[src/rtl/gpio_irq_router.sv]
module gpio_irq_router #(
  parameter int unsigned N_PAIR0   = 14,
  parameter int unsigned N_PAIR1   = 18,
  parameter int unsigned N_EXCL    = 6,
  parameter int unsigned ADDR_W    = 8,
  parameter int unsigned DATA_W    = 32,
  parameter int unsigned CTRL_ADDR = 'h54,
  localparam int unsigned C0_W  = N_PAIR0,
  localparam int unsigned C1_W  = N_PAIR1 + N_EXCL,
  localparam int unsigned MUX_W = N_PAIR0 + N_PAIR1,
  localparam int unsigned C2_W  = MUX_W,
  localparam int unsigned DIR_W = MUX_W + N_EXCL
) (
  input  logic              clk,
  input  logic              rst_n,
  input  logic [ADDR_W-1:0] bus_addr,
  input  logic              bus_we,
  input  logic [DATA_W-1:0] bus_wdata,
  output logic [DATA_W-1:0] bus_rdata,
  input  logic [C0_W-1:0]   gpio0_irq,
  input  logic [C1_W-1:0]   gpio1_irq,
  input  logic [C2_W-1:0]   gpio2_irq,
  output logic [DIR_W-1:0]  direct_irq,
  output logic [2:0]        shared_irq
);

  logic [MUX_W-1:0] sel_q;
  logic [MUX_W-1:0] low_side;
  logic [DIR_W-1:0] direct_d;
  logic [2:0]       shared_d;
  logic             hit;

  assign hit = (bus_addr == ADDR_W'(CTRL_ADDR));

  always_ff @(posedge clk or negedge rst_n) begin
    if (!rst_n)
      sel_q <= '0;
    else if (bus_we && hit)
      sel_q <= bus_wdata[MUX_W-1:0];
  end

  assign bus_rdata = hit ? DATA_W'(sel_q) : '0;

  assign low_side = {gpio1_irq[N_PAIR1-1:0], gpio0_irq};

  assign direct_d = {gpio1_irq[C1_W-1:N_PAIR1],
                     (sel_q & gpio2_irq) | (~sel_q & low_side)};

  assign shared_d[0] = |(gpio0_irq & sel_q[N_PAIR0-1:0]);
  assign shared_d[1] = |(gpio1_irq[N_PAIR1-1:0] & sel_q[MUX_W-1:N_PAIR0]);
  assign shared_d[2] = |(gpio2_irq & ~sel_q);

  always_ff @(posedge clk or negedge rst_n) begin
    if (!rst_n) begin
      direct_irq <= '0;
      shared_irq <= '0;
    end else begin
      direct_irq <= direct_d;
      shared_irq <= shared_d;
    end
  end

endmodule

[config.mk]
export PLATFORM = sky130hd
export DESIGN_NAME = gpio_irq_router
export DESIGN_NICKNAME = d
export VERILOG_FILES = /design/src/rtl/gpio_irq_router.sv
export SDC_FILE = /design/constraint.sdc
export NUM_CORES = 1
export LEC_CHECK = 0
export ABC_AREA = 1
export BUFFER_PORTS_ARGS = -buffer_cell sky130_fd_sc_hd__buf_2
export CORE_MARGIN = 10
export CORE_UTILIZATION = 45
export CTS_BUF_LIST = sky130_fd_sc_hd__clkbuf_16
export DETAILED_ROUTE_END_ITERATION = 8
export GPL_TIMING_DRIVEN = 0
export MAX_ROUTING_LAYER = met4
export PLACE_DENSITY = 0.78
export RECOVER_POWER = 100
export SLEW_MARGIN = 20
export SYNTH_ARGS = -nofsm -noshare
export SYNTH_HDL_FRONTEND = slang
export SYNTH_SLANG_ARGS = --single-unit
[constraint.sdc]
create_clock -name clk -period 1.02 [get_ports clk]
set_input_delay 0.102 -clock clk [delete_from_list [all_inputs] [get_ports clk]]
set_output_delay 0.102 -clock clk [all_outputs]
set_load 0.05 [all_outputs]
==> flow_metrics.py, run 1 <==
metrics = {
    "pwr": {
        "p_sw_share_pct": 29.0,
        "p_seq_share_pct": 38.3,
        "p_clk_share_pct": 41.3,
        "powerDensity_nw_per_um2": 1290,
        "peakVddDrop_v": 0.000998,
        "p_int_mw": 5.84,
        "p_leak_nw": 3.26,
        "p_total_mw": 8.22,
        "p_sw_mw": 2.38,
        "p_comb_share_pct": 20.5,
    },
    "synthesis": {
        "yosysWarnings": 0,
        "ys_top_cells_by_count": "nand2_1, dfrtp_1, nor2_1",
        "synth.most_common_cell": "nand2_1",
        "synth_top_area_share_pct": 53.1,
        "ys_seq_area_share_pct": 53.1,
        "yosys.area.top_type": "dfrtp_1",
        "syn_nets": 577,
        "ys_top_cells_by_area": "dfrtp_1, nand2_1, nand4_1",
        "synth_ff_type": "dfrtp_1",
        "postSynthCellCount": 464,
        "synthesis.area_um2": 3440,
        "yosys_register_bits": 73,
        "avgSynthCellArea_um2": 7.42,
        "yosysUniqueCellTypes": 16,
        "async_reset_ff_share_pct": 100,
        "synth_edf_count": 0,
    },
    "route": {
        "wl_um": 15700,
        "vias": 4377,
        "initialDrtViolationCount": 246,
        "firstDrtPassIters": 5,
        "drcViolationCount": 0,
        "wl_per_cell_um": 18.4,
        "via_per_inst": 5.13,
        "antenna_left": 0,
    },
    "clock_network": {
        "clk_latency_ps": 330,
        "cts_sinks": 73,
        "tritoncts": "yes",
        "cts_root_buffer": "clkbuf_16",
        "clk_pin_slew_ps": 60,
        "htree_levels": 3,
        "numCtsBuffers": 9,
        "clockBufferDepth": 2,
    },
    "critical_path": {
        "worst-setup-path-type": "in -> out",
        "critPathLaunchType": "input pin",
        "critical_path.top_delay_family": "simple AND/OR/NAND/NOR gates",
        "cp_cell_sequence": "buf_6 -> or2_4 -> nor2_4 -> nand2_4 -> buf_12 -> nor2_4 -> buf_8",
        "cp-end-kind": "output port",
        "required_ps": 920,
        "slowest_stage": "or2_4",
        "crit_path_max_fanout": 10,
        "path_buf_inv": 3,
        "worst_path_most_repeated_cell": "nor2_4",
        "arrival_ps": 1170,
        "max_stage_delay_ps": 240,
    },
    "floorplan": {
        "die_y_um": 107,
        "initial_core_util_pct": 47.0,
        "coreArea_um2": 7330,
        "rows": 31,
        "die_area_um2": 11600,
        "die_w_um": 107,
        "ios": 186,
    },
    "timing": {
        "max_freq_mhz": 784,
        "fin_ws_ps": -256,
        "skew_ps": 4.64,
        "slew-limit-headroom_pct": 51.1,
        "setup_viol": 104,
        "holdWs_ps": 0.683,
        "drv_slew": 0,
        "fin_crit_ps": 1280,
        "worstMarginPinSlew_ps": 734,
        "rsz0062_at_grt": "true",
        "fin_crit_sh_pct": 125,
        "finalHoldViolCount": 0,
    },
    "placement": {
        "place_ws_ps": -496,
        "dp_hpwl_um": 9330,
        "io_buffers": 184,
        "gp_congestion": 0.841,
    },
    "grt": {
        "overflow": 0,
        "antenna_found_initial": 2,
        "grt_pass1_wl_um": 23200,
        "grt_max_degree": 44,
        "grt_pass1_vias": 4553,
        "track_usage_pct": 26.1,
    },
    "layout": {
        "num-nets-final": 860,
        "drive_above_1_share_pct": 40.7,
        "fillers": 391,
        "area_growth_pct": 85.3,
    },
    "flow_run": {
        "maxCapViolCount": 0,
    },
    "status": {
        "violations": "setup timing",
        "status": "finished, violations left",
    },
    "min_path": {
        "hold_class": "in -> reg",
    },
}
## layout make-up
| cell class | count | area, um^2 | share of cell area, % |
|---|---|---|---|
| repair buffers | 272 | 2050 | 32.1 |
| flip-flops and latches | 73 | 1830 | 28.6 |
| multi-input cells | 333 | 1750 | 27.5 |
| clock buffers | 9 | 225 | 3.53 |
| inverters | 42 | 158 | 2.47 |
| plain buffers | 16 | 146 | 2.29 |
| well taps | 99 | 124 | 1.94 |
| clock inverters | 7 | 93.8 | 1.47 |
| diodes | 2 | 5.00 | 0.0784 |
## power groups by stage
| stage | clock (mW) | sequential [mW] | combinational (mW) |
|---|---|---|---|
| 2_1_floorplan | 0 | 3.56 | 0.358 |
| 3_3_place_gp | 0 | 3.19 | 1.21 |
| 3_5_place_dp | 0 | 3.20 | 1.25 |
| 4_1_cts | 3.41 | 3.13 | 1.55 |
| 5_1_grt | 3.54 | 3.15 | 1.80 |
| 6_report | 3.39 | 3.15 | 1.68 |
## metrics by stage
stage          TNS [ps]  instances  area [um^2]  utilization [%]
5_1_grt          -19260        853         6380             87.0
6_report          -9370        853         6380             87.0
4_1_cts           -7600        845         6170             84.2
3_5_place_dp     -23850        748         4790             65.4
2_1_floorplan     -4860        464         3720                -
3_3_place_gp     -67540        747         4770             65.1
## logic make-up after synthesis
kind of cell | Yosys count | synth area share (%)
AOI/OAI and AO/OA | 18 | 2.62
buffers and inverters | 58 | 6.76
and+or+nand+nor | 315 | 37.6
DFF | 73 | 53.1
## worst register-to-register path: stages, from the launching register on
cell      delay, ps
dfrtp_1         410
clkbuf_1        170
nand2_2          80
nand2_2          50
a21oi_2          90
nand2_1         100
nor2_1          160
nand2_1          80
## sequential cells by signal, summed over array words and instances (netlist names)
signal and flops:
direct_irq 38, sel_q 32, shared_irq 3
## routing by layer
| metal | up-vias | track usage (%) | share of wire [%] |
|---|---|---|---|
| met5 | - | - | 0 |
| met1 | 2081 | 27.7 | 36 |
| met2 | 243 | 44.6 | 53 |
| met3 | 47 | 8.32 | 8.2 |
| li1 | 2006 | - | - |
| met4 | 0 | 9.35 | 3.5 |
## worst paths after layout
| check | startpoint | end | slack [ps] | cells past startpoint |
|---|---|---|---|---|
| worst max-delay path | bus_addr[1] | bus_rdata[1] | -260 | 7 |
| worst min-delay path | gpio1_irq[15] | direct_irq[29] | 0.7 | 3 |
| worst max register to register | sel_q[31] | shared_irq[1] | -230 | 7 |
| worst min register to register | sel_q[25] | sel_q[25] | 540 | 2 |
| max in group asynchronous | rst_n | shared_irq[2] | -30 | 3 |
| min in group asynchronous | rst_n | direct_irq[6] | 370 | 2 |
## repair_timing
| action | 4_1_cts | 5_1_grt |
|---|---|---|
| hold endpoints to repair | 60 | 0 |
| setup buffers | 30 | 9 |
| hold buffers | 51 | 0 |
| pin swaps | 18 | 21 |
| resized for setup | 112 | 101 |
| endpoints found under the setup margin | 51 | 91 |
## placed cells by master, fill, tap and decap left out, types with 3 or more instances in the layout
cell           netlist  routed
a21oi_2              0       3
nand2_4              0       4
buf_8                0      12
buf_6                0      37
clkbuf_4             0      13
nor2_2               0       3
nor2_4               1      34
clkbuf_1             3      23
nand2_1            229     209
o21ai_0             14      12
dlygate4sd3_1        0      51
buf_2               12     114
clkbuf_16            0       9
nor2_1              46      10
inv_2                0      11
buf_12               0       4
nand2_2              0      16
inv_1               42      31
dfrtp_1             73      73
buf_4                0      33
nand4_1             33      33
Power figures use the tool's default switching activity.
==> run 2: changes to the inputs <==
--- a/config.mk
+++ b/config.mk
@@ -15,6 +15,7 @@
 export MAX_ROUTING_LAYER = met4
 export PLACE_DENSITY = 0.78
 export RECOVER_POWER = 100
+export SETUP_SLACK_MARGIN = 0.15
 export SLEW_MARGIN = 20
 export SYNTH_ARGS = -nofsm -noshare
 export SYNTH_HDL_FRONTEND = slang
==> run 2 against run 1 <==
Effect of this change: the flow still finishes with violations (setup timing); total power down 4.3%; clock-buffer cell count unchanged; core utilization up 2.4 points; non-clock buffer count up 3; register-to-register slack better by 80 ps; via count up 4.4%; cell count up 0.59%; critical path type unchanged; largest cell class unchanged.
==> flow_metrics.py, run 2 (synthesized netlist as in run 1, its figures left out) <==
metrics = {
    "layout": {
        "fillers": 346,
        "fin_cells": 858,
        "num-nets-final": 863,
        "utilization_pct": 89.5,
        "drive_above_1_share_pct": 40.9,
        "multi_input_area_um2": 1770,
        "largestRegisters": "direct_irq: 38 flops, sel_q: 32 flops, shared_irq: 3 flops",
        "area_growth_pct": 90.5,
        "seq_area_um2": 1830,
        "final_common_cell": "nand2_1",
        "top_register": "direct_irq",
        "final_cell_mix": "nand2_1, buf_2, buf_6",
        "largest_register_ff_count": 38,
    },
    "pwr": {
        "p_leak_nw": 3.33,
        "p_sw_mw": 2.45,
        "powerDensity_nw_per_um2": 1200,
        "peakVddDrop_v": 0.000975,
        "p_comb_share_pct": 22.7,
        "p_clk_share_pct": 37.0,
        "p_seq_share_pct": 40.3,
        "p_int_mw": 5.42,
        "p_sw_share_pct": 31.1,
    },
    "route": {
        "firstDrtPassIters": 5,
        "vias": 4571,
        "antenna_left": 0,
        "drcViolationCount": 0,
        "wl_um": 16500,
        "via_per_inst": 5.33,
        "initialDrtViolationCount": 317,
        "wl_per_cell_um": 19.2,
    },
    "critical_path": {
        "arrival_ps": 1190,
        "r2r-start": "sel_q[17]",
        "r2r_end": "shared_irq[1]",
        "path_buf_inv": 3,
        "required_ps": 920,
        "crit_path_max_fanout": 10,
        "critPathLaunchType": "input pin",
        "ff2ff_setup_slack_ps": -150,
        "cp_cell_sequence": "buf_6 -> or2_4 -> nor2_4 -> nand2_4 -> buf_12 -> nor2_4 -> buf_8",
        "worst_r2r_path_depth": 7,
        "critical_path.top_delay_family": "simple AND/OR/NAND/NOR gates",
        "worst_path_most_repeated_cell": "nor2_4",
        "worst-setup-path-type": "in -> out",
        "slowest_stage": "or2_4",
        "cp-end-kind": "output port",
        "max_stage_delay_ps": 250,
    },
    "min_path": {
        "min_path_cells": 3,
        "hold_class": "in -> reg",
        "hold_start": "gpio2_irq[16]",
        "hold_path_end": "direct_irq[16]",
    },
    "status": {
        "status": "finished, violations left",
        "violations": "setup timing",
    },
    "timing": {
        "finalHoldViolCount": 0,
        "holdWs_ps": 7.63,
        "worstMarginPinSlew_ps": 586,
        "skew_ps": 5.68,
        "max_freq_mhz": 771,
        "drv_slew": 0,
        "setup_viol": 66,
        "rsz0062_at_grt": "true",
        "fin_ws_ps": -276,
        "slew-limit-headroom_pct": 61.0,
        "fin_crit_sh_pct": 127,
        "fin_crit_ps": 1300,
    },
    "flow_run": {
        "maxCapViolCount": 0,
    },
    "grt": {
        "grt_pass1_wl_um": 24200,
        "track_usage_pct": 27.2,
        "grt_pass1_vias": 4738,
        "antenna_found_initial": 4,
        "grt_max_degree": 54,
        "overflow": 0,
    },
    "placement": {
        "io_buffers": 184,
        "dp_cells": 748,
        "dp_hpwl_um": 9390,
        "gp_congestion": 0.819,
    },
    "clock_network": {
        "cts_root_buffer": "clkbuf_16",
        "numCtsBuffers": 9,
        "clk_latency_ps": 330,
        "clk_pin_slew_ps": 60,
        "clockBufferDepth": 2,
        "htree_levels": 3,
        "cts_sinks": 73,
        "tritoncts": "yes",
    },
    "floorplan": {
        "die_area_um2": 11600,
        "coreArea_um2": 7330,
        "ios": 186,
        "die_y_um": 107,
        "die_w_um": 107,
        "initial_core_util_pct": 47.0,
        "rows": 31,
    },
}
==> run 2: final cells by class <==
| cell class | instances | share of cell area (%) |
|---|---|---|
| multi-input combinational | 333 | 27.1 |
| clock inverter | 7 | 0.725 |
| buffer | 16 | 2.25 |
| inverter | 42 | 2.40 |
| sequential | 73 | 27.9 |
| clock buffer | 9 | 3.43 |
| timing repair buffer | 275 | 34.2 |
| antenna | 4 | 0.153 |
| tap | 99 | 1.89 |
==> run 2: stage by stage <==
stage	TNS (ps)	power, mW	cell area, um^2	worst slack (ps)
floorplan	-5120	3.93	3740	-177
global placement	-67030	4.41	4780	-625
global route	-15360	8.14	6560	-305
detailed placement	-23210	4.45	4810	-489
CTS	-7260	7.75	6420	-250
finish	-9450	7.87	6560	-276
==> run 2: power groups by stage <==
stage,sequential [mW],combinational (mW),clock (mW)
after global placement,3.19,1.21,0
after global routing,3.18,1.90,3.05
after detailed placement,3.20,1.25,0
after CTS,3.16,1.67,2.92
final,3.17,1.78,2.91
after floorplan,3.57,0.361,0
==> run 2: worst reg2reg max path, cell delays in order (launching register included) <==
cell      delay, ps
dfrtp_1         390
clkbuf_1        130
nand2_2          80
nand2_1          80
a21oi_2         140
nand2_2          90
nor2_2           90
nand2_1          50
==> run 2: worst max-delay path by stage <==
stage | to | from | slack [ps] | cells past startpoint
after floorplan | bus_rdata[10] | bus_addr[1] | -180 | 5
after global placement | direct_irq[17] | rst_n | -620 | 1
after detailed placement | bus_rdata[1] | bus_addr[5] | -490 | 8
after CTS | bus_rdata[1] | bus_addr[1] | -250 | 7
after global routing | bus_rdata[21] | bus_addr[1] | -310 | 7
final | bus_rdata[23] | bus_addr[1] | -280 | 7
==> run 2: layer usage <==
layer  vias to the layer above  share of wire, %  track usage [%]
li1                       2020                 -                -
met1                      2149                35             29.4
met2                       334                51             46.2
met3                        68               9.1             6.77
met4                         0               4.4             12.5
met5                         -                 0                -
==> run 2: timing repair <==
action,in CTS,in global routing
buffers inserted,31,5
hold buffers,53,0
cloned,1,0
hold endpoints to repair,62,0
pin swaps,19,19
setup endpoints to repair,106,114
gates resized for setup,179,52
==> run 3: changes to the inputs <==
--- a/config.mk
+++ b/config.mk
@@ -13,7 +13,7 @@
 export DETAILED_ROUTE_END_ITERATION = 8
 export GPL_TIMING_DRIVEN = 0
 export MAX_ROUTING_LAYER = met4
-export PLACE_DENSITY = 0.78
+export PLACE_DENSITY = 0.76
 export RECOVER_POWER = 100
 export SETUP_SLACK_MARGIN = 0.15
 export SLEW_MARGIN = 20
==> run 3 against run 2 <==
Effect of this change: the run still ends with setup timing left; clock skew about the same; register-to-register slack lost 120 ps; via count grew 0.70%; die area unchanged; combinational power is essentially flat; global-route usage grew 0.30 points; sequential power hardly changed; fmax shrank 2.3%; critical path depth is the same; cell area increased by 1.2%; non-clock buffer count down 4; clock-buffer cell count unchanged.
==> flow_metrics.py, run 3 (synthesized netlist as in run 1, its figures left out) <==
metrics = {
    "floorplan": {
        "rows": 31,
        "initial_core_util_pct": 47.0,
        "die_y_um": 107,
        "die_area_um2": 11600,
        "die_w_um": 107,
        "coreArea_um2": 7330,
        "ios": 186,
    },
    "clock_network": {
        "cts_root_buffer": "clkbuf_16",
        "clk_latency_ps": 330,
        "clockBufferDepth": 2,
        "numCtsBuffers": 9,
        "clk_pin_slew_ps": 50,
        "cts_sinks": 73,
        "tritoncts": "yes",
        "htree_levels": 3,
    },
    "route": {
        "antenna_left": 0,
        "vias": 4603,
        "top_layer": "met4",
        "wl_met3_um": 1660,
        "drcViolationCount": 0,
        "wl_um": 17200,
        "wl_per_cell_um": 20.2,
        "firstDrtPassIters": 6,
        "wl_met1_um": 5870,
        "wl_met2_um": 8760,
        "initialDrtViolationCount": 346,
        "via_per_inst": 5.41,
    },
    "critical_path": {
        "worst-setup-path-type": "in -> out",
        "cp-end-kind": "output port",
        "r2r-start": "sel_q[31]",
        "endpoint": "bus_rdata[24]",
        "r2r_end": "shared_irq[1]",
        "worst_r2r_path_depth": 6,
        "cp-startpoint": "bus_addr[1]",
        "arrival_ps": 1230,
        "ff2ff_setup_slack_ps": -270,
        "crit_path_max_fanout": 8,
        "required_ps": 920,
        "critPathLaunchType": "input pin",
    },
    "timing": {
        "slew-limit-headroom_pct": 63.3,
        "fin_crit_sh_pct": 130,
        "drv_slew": 0,
        "max_freq_mhz": 753,
        "skew_ps": 5.77,
        "setup_viol": 67,
        "fin_ws_ps": -308,
        "fin_crit_ps": 1330,
        "rsz0062_at_grt": "true",
        "finalHoldViolCount": 0,
        "worstMarginPinSlew_ps": 551,
    },
    "pwr": {
        "p_comb_share_pct": 22.2,
        "p_sw_share_pct": 30.2,
        "peakVddDrop_v": 0.000804,
        "p_sw_mw": 2.44,
        "p_total_mw": 8.10,
        "p_leak_nw": 3.39,
        "p_seq_share_pct": 39.3,
        "p_int_mw": 5.65,
        "powerDensity_nw_per_um2": 1220,
        "p_clk_share_pct": 38.5,
    },
    "layout": {
        "num-nets-final": 859,
        "final_common_cell": "nand2_1",
        "final_cell_mix": "nand2_1, buf_2, buf_6",
        "drive_above_1_share_pct": 44.3,
        "largest_register_ff_count": 38,
        "largestRegisters": "direct_irq: 38 flops, sel_q: 32 flops, shared_irq: 3 flops",
        "area_growth_pct": 92.8,
        "fillers": 314,
        "top_register": "direct_irq",
    },
    "min_path": {
        "hold_class": "in -> reg",
    },
    "status": {
        "status": "finished, violations left",
        "violations": "setup timing",
    },
    "grt": {
        "track_usage_pct": 27.5,
        "antenna_found_initial": 1,
        "grt_max_degree": 57,
        "overflow": 0,
        "grt_pass1_wl_um": 24300,
        "grt_pass1_vias": 4946,
    },
    "placement": {
        "place_ws_ps": -517,
        "gp_congestion": 0.832,
        "dp_hpwl_um": 9540,
        "io_buffers": 184,
    },
    "flow_run": {
        "maxCapViolCount": 0,
    },
}
-- run 3: power by group through the flow --
stage	Clock [mW]	Combinational, mW	Sequential [mW]
2_1_floorplan	0	0.361	3.57
3_3_place_gp	0	1.22	3.19
3_5_place_dp	0	1.26	3.20
4_1_cts	3.07	1.64	3.17
5_1_grt	3.27	1.91	3.19
6_report	3.12	1.80	3.18
-- run 3: metal layers --
layer | vias to the layer above | global-route usage [%]
met5 | - | -
met4 | 0 | 17.4
met3 | 85 | 8.38
met2 | 329 | 45.5
met1 | 2172 | 28.0
li1 | 2017 | -
-- run 3: stage by stage --
stage	instance area, um^2	util (%)	setup TNS, ps	hold slack [ps]	cells
floorplan	3740	-	-5120	-194	464
global placement	4780	65.3	-70680	210	747
detailed placement	4810	65.7	-25260	1.95	748
CTS	6340	86.4	-8200	0.0536	837
global route	6640	90.5	-16580	18.5	851
finish	6640	90.5	-12170	5.30	851
-- run 3: how the worst min path moves through the flow --
stage,from,end,slack (ps),cells past startpoint
2_1_floorplan,rst_n,direct_irq[0],-190,0
3_3_place_gp,gpio1_irq[23],direct_irq[37],210,1
3_5_place_dp,rst_n,direct_irq[30],2,1
4_1_cts,gpio2_irq[21],direct_irq[21],0.05,3
5_1_grt,gpio2_irq[3],direct_irq[3],20,3
6_report,gpio2_irq[3],direct_irq[3],5,3
-- run 3: worst max-delay path, stage by stage --
cell and delay [ps]:
buf_6 90, or2_4 240, nor2_4 170, nand2_8 140, clkbuf_16 220, nor2_4 100, buf_6 160
-- run 3: timing repair --
| action | CTS | global route |
|---|---|---|
| setup endpoints to repair | 106 | 112 |
| hold endpoints to repair | 61 | 0 |
| cloned | 2 | 3 |
| hold buffers | 44 | 0 |
| setup buffers | 27 | 10 |
| gates resized for setup | 182 | 49 |
| pin swaps | 17 | 25 |
-- run 3: final cells by class --
class	instances	area, um^2	share of cell area, %
Multi-Input combinational cell	333	1760	26.5
Inverter	42	160	2.41
Tap cell	99	124	1.87
Sequential cell	73	1830	27.5
Antenna cell	1	2.50	0.0377
Timing Repair Buffer	271	2330	35.1
Buffer	16	153	2.30
Clock inverter	7	61.3	0.924
Clock buffer	9	225	3.39
